### src/rtl/gf_perm_pkg.sv
// Package: shared state type and constant GF(2^m) table builders.
// Assumes m in 2..4 with primitive polynomial x^m + x + 1.
package gf_perm_pkg;

    localparam int MAX_M = 4;
    localparam int MAX_Q = 16;

    typedef enum logic [2:0] {
        ST_IDLE = 3'd0,
        ST_READ = 3'd1,
        ST_LOAD = 3'd2,
        ST_WRITE = 3'd3,
        ST_DONE = 3'd4
    } perm_state_t;

    // Multiply a field element by alpha (shift and reduce by x^m+x+1).
    function automatic int gf_times_alpha(input int v, input int m);
        int r;
        r = v << 1;
        if ((r & (1 << m)) != 0) begin
            r = (r ^ (1 << m)) ^ 3;
        end
        return r;
    endfunction

    // Antilog table: nibble i holds alpha^i, for i in 0..q-2.
    function automatic logic [MAX_Q*MAX_M-1:0] gf_alog_table(input int m);
        logic [MAX_Q*MAX_M-1:0] tab;
        int v;
        tab = '0;
        v = 1;
        for (int i = 0; i < (1 << m) - 1; i++) begin
            tab[i*MAX_M +: MAX_M] = MAX_M'(v);
            v = gf_times_alpha(v, m);
        end
        return tab;
    endfunction

    // Logarithm of a nonzero element y (returns 0 for y = 0 or 1).
    function automatic int gf_log(input int y, input int m);
        int v;
        int res;
        v = 1;
        res = 0;
        for (int i = 0; i < (1 << m) - 1; i++) begin
            if (v == y) begin
                res = i;
            end
            v = gf_times_alpha(v, m);
        end
        return res;
    endfunction

endpackage

### src/rtl/edge_perm_ctrl.sv
// Module: edge_perm_ctrl
// Sequences a run: one read, one load and one write cycle per edge.
// Edges run from 0 to n-1. Assumes the memory and the table answer
// one cycle after a read.
module edge_perm_ctrl
    import gf_perm_pkg::*;
#(
    parameter int EDGE_W = 8
) (
    input  logic              clk,
    input  logic              rst_n,
    input  logic              start,
    input  logic              mode_in,
    input  logic [EDGE_W-1:0] n_edges,
    output logic              mode_q,
    output logic [EDGE_W-1:0] edge_idx,
    output logic              rd_en,
    output logic              load_en,
    output logic              wr_en,
    output logic              busy,
    output logic              done
);

    perm_state_t       state;
    logic [EDGE_W-1:0] n_q;
    logic [EDGE_W-1:0] idx_next;

    assign idx_next = edge_idx + 1'b1;

    // State, edge counter and latched run settings.
    always_ff @(posedge clk) begin
        if (!rst_n) begin
            state    <= ST_IDLE;
            edge_idx <= '0;
            n_q      <= '0;
            mode_q   <= 1'b0;
        end else begin
            case (state)
                ST_IDLE: begin
                    if (start) begin
                        mode_q   <= mode_in;
                        n_q      <= n_edges;
                        edge_idx <= '0;
                        state    <= (n_edges == '0) ? ST_DONE : ST_READ;
                    end
                end
                ST_READ:  state <= ST_LOAD;
                ST_LOAD:  state <= ST_WRITE;
                ST_WRITE: begin
                    if (idx_next == n_q) begin
                        state <= ST_DONE;
                    end else begin
                        edge_idx <= idx_next;
                        state    <= ST_READ;
                    end
                end
                ST_DONE:  state <= ST_IDLE;
                default:  state <= ST_IDLE;
            endcase
        end
    end

    // Decoded strobes for the datapath and the ports.
    always_comb begin
        rd_en   = (state == ST_READ);
        load_en = (state == ST_LOAD);
        wr_en   = (state == ST_WRITE);
        busy    = (state == ST_READ) || (state == ST_LOAD) || (state == ST_WRITE);
        done    = (state == ST_DONE);
    end

endmodule

### src/rtl/edge_perm_buffer.sv
// Module: edge_perm_buffer
// Holds one edge's q entries and its exponent reduced modulo q-1.
// Assumes the data and the exponent are valid in the load cycle.
module edge_perm_buffer #(
    parameter int GF_M   = 3,
    parameter int DATA_W = 8,
    localparam int Q     = 1 << GF_M
) (
    input  logic                clk,
    input  logic                rst_n,
    input  logic                load_en,
    input  logic [Q*DATA_W-1:0] rd_data,
    input  logic [GF_M-1:0]     exp_in,
    output logic [Q*DATA_W-1:0] buf_data,
    output logic [GF_M-1:0]     exp_q
);

    localparam int QM1 = Q - 1;

    logic [GF_M-1:0] exp_red;

    // Reduce the exponent: it is below 2*(q-1), so one subtraction suffices.
    always_comb begin
        if (int'(exp_in) >= QM1) begin
            exp_red = exp_in - GF_M'(QM1);
        end else begin
            exp_red = exp_in;
        end
    end

    // Capture the entries and the reduced exponent.
    always_ff @(posedge clk) begin
        if (!rst_n) begin
            buf_data <= '0;
            exp_q    <= '0;
        end else if (load_en) begin
            buf_data <= rd_data;
            exp_q    <= exp_red;
        end
    end

endmodule

### src/rtl/edge_perm_xbar.sv
// Module: edge_perm_xbar
// Reorders the entries. Output lane y takes input lane alpha^(log y - k)
// in permute mode and alpha^(log y + k) in depermute mode. Lane 0 passes
// straight through. Assumes exp_k < q-1.
module edge_perm_xbar
    import gf_perm_pkg::*;
#(
    parameter int GF_M   = 3,
    parameter int DATA_W = 8,
    localparam int Q     = 1 << GF_M
) (
    input  logic                mode,
    input  logic [GF_M-1:0]     exp_k,
    input  logic [Q*DATA_W-1:0] din,
    output logic [Q*DATA_W-1:0] dout
);

    localparam int QM1 = Q - 1;
    localparam logic [MAX_Q*MAX_M-1:0] ALOG = gf_alog_table(GF_M);

    logic [GF_M-1:0] shift;

    // Exponent shift: -k mod (q-1) for permute, +k for depermute.
    always_comb begin
        if (mode) begin
            shift = exp_k;
        end else if (exp_k == '0) begin
            shift = '0;
        end else begin
            shift = GF_M'(QM1) - exp_k;
        end
    end

    assign dout[DATA_W-1:0] = din[DATA_W-1:0];

    for (genvar y = 1; y < Q; y++) begin : g_lane
        localparam int LOG_Y = gf_log(y, GF_M);
        logic [GF_M:0]   sum;
        logic [GF_M-1:0] src_log;
        logic [GF_M-1:0] src;

        // Source lane of output lane y.
        always_comb begin
            sum = (GF_M+1)'(LOG_Y) + {1'b0, shift};
            if (int'(sum) >= QM1) begin
                src_log = GF_M'(int'(sum) - QM1);
            end else begin
                src_log = sum[GF_M-1:0];
            end
            src = ALOG[int'(src_log)*MAX_M +: GF_M];
        end

        assign dout[y*DATA_W +: DATA_W] = din[int'(src)*DATA_W +: DATA_W];
    end

endmodule

### src/rtl/edge_perm_unit.sv
// Module: edge_perm_unit (top)
// Permutes or depermutes the q-entry message of every edge in place.
// The reordering comes from the edge's GF(2^m) coefficient. Assumes a
// memory split into q banks and a coefficient table, both read with one
// cycle of latency.
module edge_perm_unit #(
    parameter int GF_M   = 3,
    parameter int DATA_W = 8,
    parameter int EDGE_W = 8,
    localparam int Q     = 1 << GF_M
) (
    input  logic                clk,
    input  logic                rst_n,
    input  logic                start,
    input  logic                mode,
    input  logic [EDGE_W-1:0]   n_edges,
    output logic                busy,
    output logic                done,
    output logic [EDGE_W-1:0]   coef_addr,
    input  logic [GF_M-1:0]     coef_exp,
    output logic [EDGE_W-1:0]   mem_addr,
    output logic                mem_rd_en,
    input  logic [Q*DATA_W-1:0] mem_rd_data,
    output logic                mem_wr_en,
    output logic [Q*DATA_W-1:0] mem_wr_data
);

    logic              mode_q;
    logic [EDGE_W-1:0] edge_idx;
    logic              load_en;
    logic [Q*DATA_W-1:0] buf_data;
    logic [GF_M-1:0]   exp_q;

    edge_perm_ctrl #(.EDGE_W(EDGE_W)) u_ctrl (
        .clk      (clk),
        .rst_n    (rst_n),
        .start    (start),
        .mode_in  (mode),
        .n_edges  (n_edges),
        .mode_q   (mode_q),
        .edge_idx (edge_idx),
        .rd_en    (mem_rd_en),
        .load_en  (load_en),
        .wr_en    (mem_wr_en),
        .busy     (busy),
        .done     (done)
    );

    edge_perm_buffer #(.GF_M(GF_M), .DATA_W(DATA_W)) u_buf (
        .clk      (clk),
        .rst_n    (rst_n),
        .load_en  (load_en),
        .rd_data  (mem_rd_data),
        .exp_in   (coef_exp),
        .buf_data (buf_data),
        .exp_q    (exp_q)
    );

    edge_perm_xbar #(.GF_M(GF_M), .DATA_W(DATA_W)) u_xbar (
        .mode  (mode_q),
        .exp_k (exp_q),
        .din   (buf_data),
        .dout  (mem_wr_data)
    );

    assign mem_addr  = edge_idx;
    assign coef_addr = edge_idx;

endmodule

### config.mk
export PLATFORM = sky130hd
export DESIGN_NAME = edge_perm_unit
export DESIGN_NICKNAME = d
export VERILOG_FILES = /design/src/rtl/gf_perm_pkg.sv /design/src/rtl/edge_perm_ctrl.sv /design/src/rtl/edge_perm_buffer.sv /design/src/rtl/edge_perm_xbar.sv /design/src/rtl/edge_perm_unit.sv
export SDC_FILE = /design/constraint.sdc
export NUM_CORES = 1
export LEC_CHECK = 0
export BUFFER_PORTS_ARGS = -buffer_cell sky130_fd_sc_hd__buf_2
export CAP_MARGIN = 20
export CORE_UTILIZATION = 48
export CTS_CLUSTER_SIZE = 14
export DETAILED_ROUTE_END_ITERATION = 6
export GPL_ROUTABILITY_DRIVEN = 1
export GPL_TIMING_DRIVEN = 1
export PLACE_DENSITY = 0.73
export SYNTH_ARGS = -nofsm -noshare
export SYNTH_HDL_FRONTEND = slang
export SYNTH_SLANG_ARGS = --single-unit
### constraint.sdc
create_clock -name clk -period 3.7 [get_ports clk]
set_input_delay 0.185 -clock clk [delete_from_list [all_inputs] [get_ports clk]]
set_output_delay 0.185 -clock clk [all_outputs]
set_load 0.005 [all_outputs]
==> results.txt <==
* Distinct cell type count of the synthesized netlist: 78
- Number of synthesized flops with an enable pin: 0
* Most frequent cells in the layout: 309 x sky130_fd_sc_hd__nand2_1, 164 x sky130_fd_sc_hd__buf_2, 133 x sky130_fd_sc_hd__mux2i_1
* Number of placement rows: 50
* Cell Pwr Density: 714.5 nW/um^2
- Counting every sink on the clock net gives 87.
- Headroom to the max-slew limit came out at 42.73%.
- Violations in the final reports: negative setup slack
- Among all flip-flop cells after synthesis, the most frequent one is sky130_fd_sc_hd__dfxtp_1.
- For this block, the via count after detailed routing is 10.36k.
- DRC errors left: 0
- Reg-to-reg setup timing slack: 1.02 ns
- 163 I/O pins were placed.
- The number of antenna violations at the first check in global routing came to 0.
* Drt initial violations: 1088
* Data arrival time of the critical path: 3.55 ns
- Largest vdd supply drop: 0.3556 mV
- Filler Cell Count: 1697
- Flops & latches, synth: 87
- Counting tap cells, the placed design contains a total of 1592 instances.
* CTS tree: yes
- Sort of element at the end of the critical path: output pin
- Post-detailed-route count of antenna-violating nets: 0
- Cell Area, Synth: 9155 um^2
- Leakage: 4.831 nW
- Layout overhead on the synthesized area: 25.62%
- Category of the worst setup path launch point: flip-flop
- The region available for standard cell placement spans 18710 um^2.
- Syn_nets: 1389
* Total number of yosys warnings: 0
- The largest total area in the synthesized netlist belongs to sky130_fd_sc_hd__dfxtp_1.
- Die Outline Area: 19630 um^2
* Setup WS post-layout: -0.03293 ns
- Maximum root-to-sink buffer count: 2
- Dpl hpwl: 23140 um
- Clk_skew: 0.008649 ns
- After synthesis, flip-flops and latches occupy 19.02% of the total area.
- Number of instances in the synthesized netlist: 1294
- Port buffering added 162 buffers.
- After layout, the worst path uses 100.9% of the clock period.
- Before CTS, the worst setup slack after placement is -0.07778 ns.
- In this run the critical register-to-register path is captured at u_ctrl.edge_idx[4].
- Post-detailed-routing wire length: 34780 um
- The design draws 8.217 mW.
* Hold-fix buffers, CTS: 0
* Worst-path fanout max: 6
- Data on the critical path is required at its endpoint by 3.51 ns.
* Pin count of the biggest net entering global routing: 53
- Crit path max-delay cell type: sky130_fd_sc_hd__dfxtp_4
- Transition at the pin with the smallest max-transition slack: 0.8591 ns
- Number of endpoints with negative hold slack in the final report: 0
- After synthesis, the largest area contributor takes up 19.02% of total cell area.
- Setup repair after global routing missed its margin: true
- Class of the tightest hold or removal check: primary input to flip-flop
- The library cell used most frequently in the layout, excluding fill and tap cells, is sky130_fd_sc_hd__nand2_1.
- MaxCap Viol Count: 0
- Clock Latency Late Sink: 0.33 ns
- At the end of the flow the core is filled with cells to 61.48%.
- Sum of buffers and inverters on the critical path: 6
* Largest stage delay on the critical path: 0.36 ns
- Buffer cell driving the clock tree root: sky130_fd_sc_hd__clkbuf_16
- In the final layout, the share of cells above drive strength 1 is 28.50%.
- The first global-routing pass estimated 51200 um of wire.
- Result of the run: complete, but fails checks
- TritonCTS created 9 clock buffers.
* H-tree levels: 3
- The worst register-to-register path begins at u_ctrl.edge_idx[0].
- Register-to-Register Path Depth: 8
- Number of global-route vias before repair: 9195
* GRT Overall Usage: 33.36%
* DR vias/cell: 6.232
* Number of max-slew violations in the final report: 0
- Worst Setup EP: mem_wr_data[24]
- Number of logic stages on the critical path including buffering: 16
* Ranking of synthesized cells by area: sky130_fd_sc_hd__dfxtp_1 19%, sky130_fd_sc_hd__mux2i_1 15%, sky130_fd_sc_hd__nand2_1 13%
- A synthesized cell averages 7.075 um^2.
- In the final routed layout, each cell accounts on average for 20.92 um.
* CP Cell Sequence: or2_4 -> o21ai_4 -> buf_4 -> ha_4 -> buf_4 -> nor2_1 -> inv_1 -> o311ai_2 -> o211ai_1 -> nor4b_4 -> buf_6 -> o2bb2ai_2 -> o22ai_2 -> a211oi_2 -> buf_4 -> buf_2
- In this run the worst setup path begins at u_ctrl.mode_q.
- The final layout contains 1519 nets.
- After global routing the overflow that remains totals 0.
- Most frequent CP cell: sky130_fd_sc_hd__buf_4
- The smallest clock period supported by the final layout is computed as 3.733 ns.
- By startpoint and endpoint, the worst setup path is classified as flip-flop to output pin.
- Die Span Y: 140.1 um
- Final setup violation count: 3
* Floorplan die width: 140.1 um
- Routability-driven placement finished with a final weighted congestion of 1.025.
- Max Clk Rate: 267.9 MHz
* Worst path top cell family by delay: compound AO/OA/AOI/OAI gates
- After clock tree synthesis, the clock-pin slew on the worst setup and hold paths is 0.06 ns.
* Synth async-reset ratio: 0%
- After the flow finishes, the layout carries non-filler instances totaling 1663.
- Detailed Routing Iterations Pass 1: 6
- Setup tns final: -0.08010 ns
- Initial Util: 48.94%
## per-layer routing
layer | global-route usage, % | up-vias | share of wire (%)
met2 | 51.47 | 667 | 44
met1 | 44.30 | 4774 | 41
met3 | 6.906 | 151 | 11
met4 | 15.96 | 0 | 4.7
li1 | - | 4771 | -
met5 | 0 | - | 0
## power breakdown
group          switching, mW  internal [mW]
registers              0.283           1.03
logic                   3.20           2.90
clock network          0.358          0.452
## sequential cells by signal, indices dropped and copies added, names as in the netlist
register and count:
u_buf.buf_data 64, u_ctrl.n_q 8, u_ctrl.state 3, u_ctrl.mode_q 1, u_buf.exp_q 3, u_ctrl.edge_idx 8
## synth_stat cells, types with 14 or more instances
master and number:
sky130_fd_sc_hd__buf_2 14, sky130_fd_sc_hd__xnor2_1 18, sky130_fd_sc_hd__nand2_1 311, sky130_fd_sc_hd__buf_4 25, sky130_fd_sc_hd__a211oi_1 33, sky130_fd_sc_hd__clkbuf_1 100, sky130_fd_sc_hd__mux2i_1 136, sky130_fd_sc_hd__nand3_1 49
sky130_fd_sc_hd__nor2_1 63, sky130_fd_sc_hd__nor3_1 26, sky130_fd_sc_hd__dfxtp_1 87, sky130_fd_sc_hd__a21boi_0 76, sky130_fd_sc_hd__inv_1 19, sky130_fd_sc_hd__mux2_2 24, sky130_fd_sc_hd__o21ai_0 58, sky130_fd_sc_hd__a21oi_1 27
sky130_fd_sc_hd__ha_1 15
## final cells by class
cell class | count | area (um^2) | area share (%)
antenna | 1 | 2.502 | 0.02176
tap | 234 | 292.8 | 2.546
timing repair buffer | 271 | 1956 | 17.00
sequential | 87 | 1754 | 15.25
inverter | 21 | 88.84 | 0.7724
multi-input combinational | 1034 | 7149 | 62.16
clock buffer | 12 | 236.5 | 2.056
clock inverter | 3 | 21.27 | 0.1849
## what timing repair did
action                                  CTS  global route
pin swaps                                12            38
buffers inserted                         20            31
gates cloned                              5             2
endpoints found under the setup margin   38            38
gates resized for setup                  49            80
## tightest hold or removal path: stages
cell	delay [ns]
sky130_fd_sc_hd__buf_2	0.09
sky130_fd_sc_hd__nand2_1	0.04
sky130_fd_sc_hd__a21boi_0	0.06
## cells by family (layout without fill, tap and decap cells)
logic type	after synthesis	after routing	share of synthesized area, %
simple gates	510	510	24.05
flops	87	87	19.02
fa+ha+maj	16	16	2.269
xor+xnor	30	30	3.239
buf+inv	173	307	8.596
compound gates	318	318	25.00
other cells	0	1	0
mux	160	160	17.82
## how the worst min path moves through the flow
stage | start | cells after the start | endpoint | slack [ns]
after detailed placement | mem_rd_data[6] | 3 | u_buf.buf_data[6] | 0.44
after global routing | mem_rd_data[35] | 3 | u_buf.buf_data[35] | 0.1
after floorplan | mem_rd_data[18] | 2 | u_buf.buf_data[18] | 0.33
after global placement | mem_rd_data[15] | 3 | u_buf.buf_data[15] | 0.44
after CTS | mem_rd_data[23] | 3 | u_buf.buf_data[23] | 0.09
final | mem_rd_data[6] | 3 | u_buf.buf_data[6] | 0.1
## per-stage QoR
| stage | area (um^2) | hold WS (ns) |
|---|---|---|
| after global routing | 11500 | 0.09827 |
| after detailed placement | 10150 | 0.4445 |
| final | 11500 | 0.09616 |
| after global placement | 10150 | 0.4402 |
| after CTS | 10890 | 0.09261 |
| after floorplan | 9155 | 0.3299 |
No activity file was read; power rests on OpenSTA's default activity.
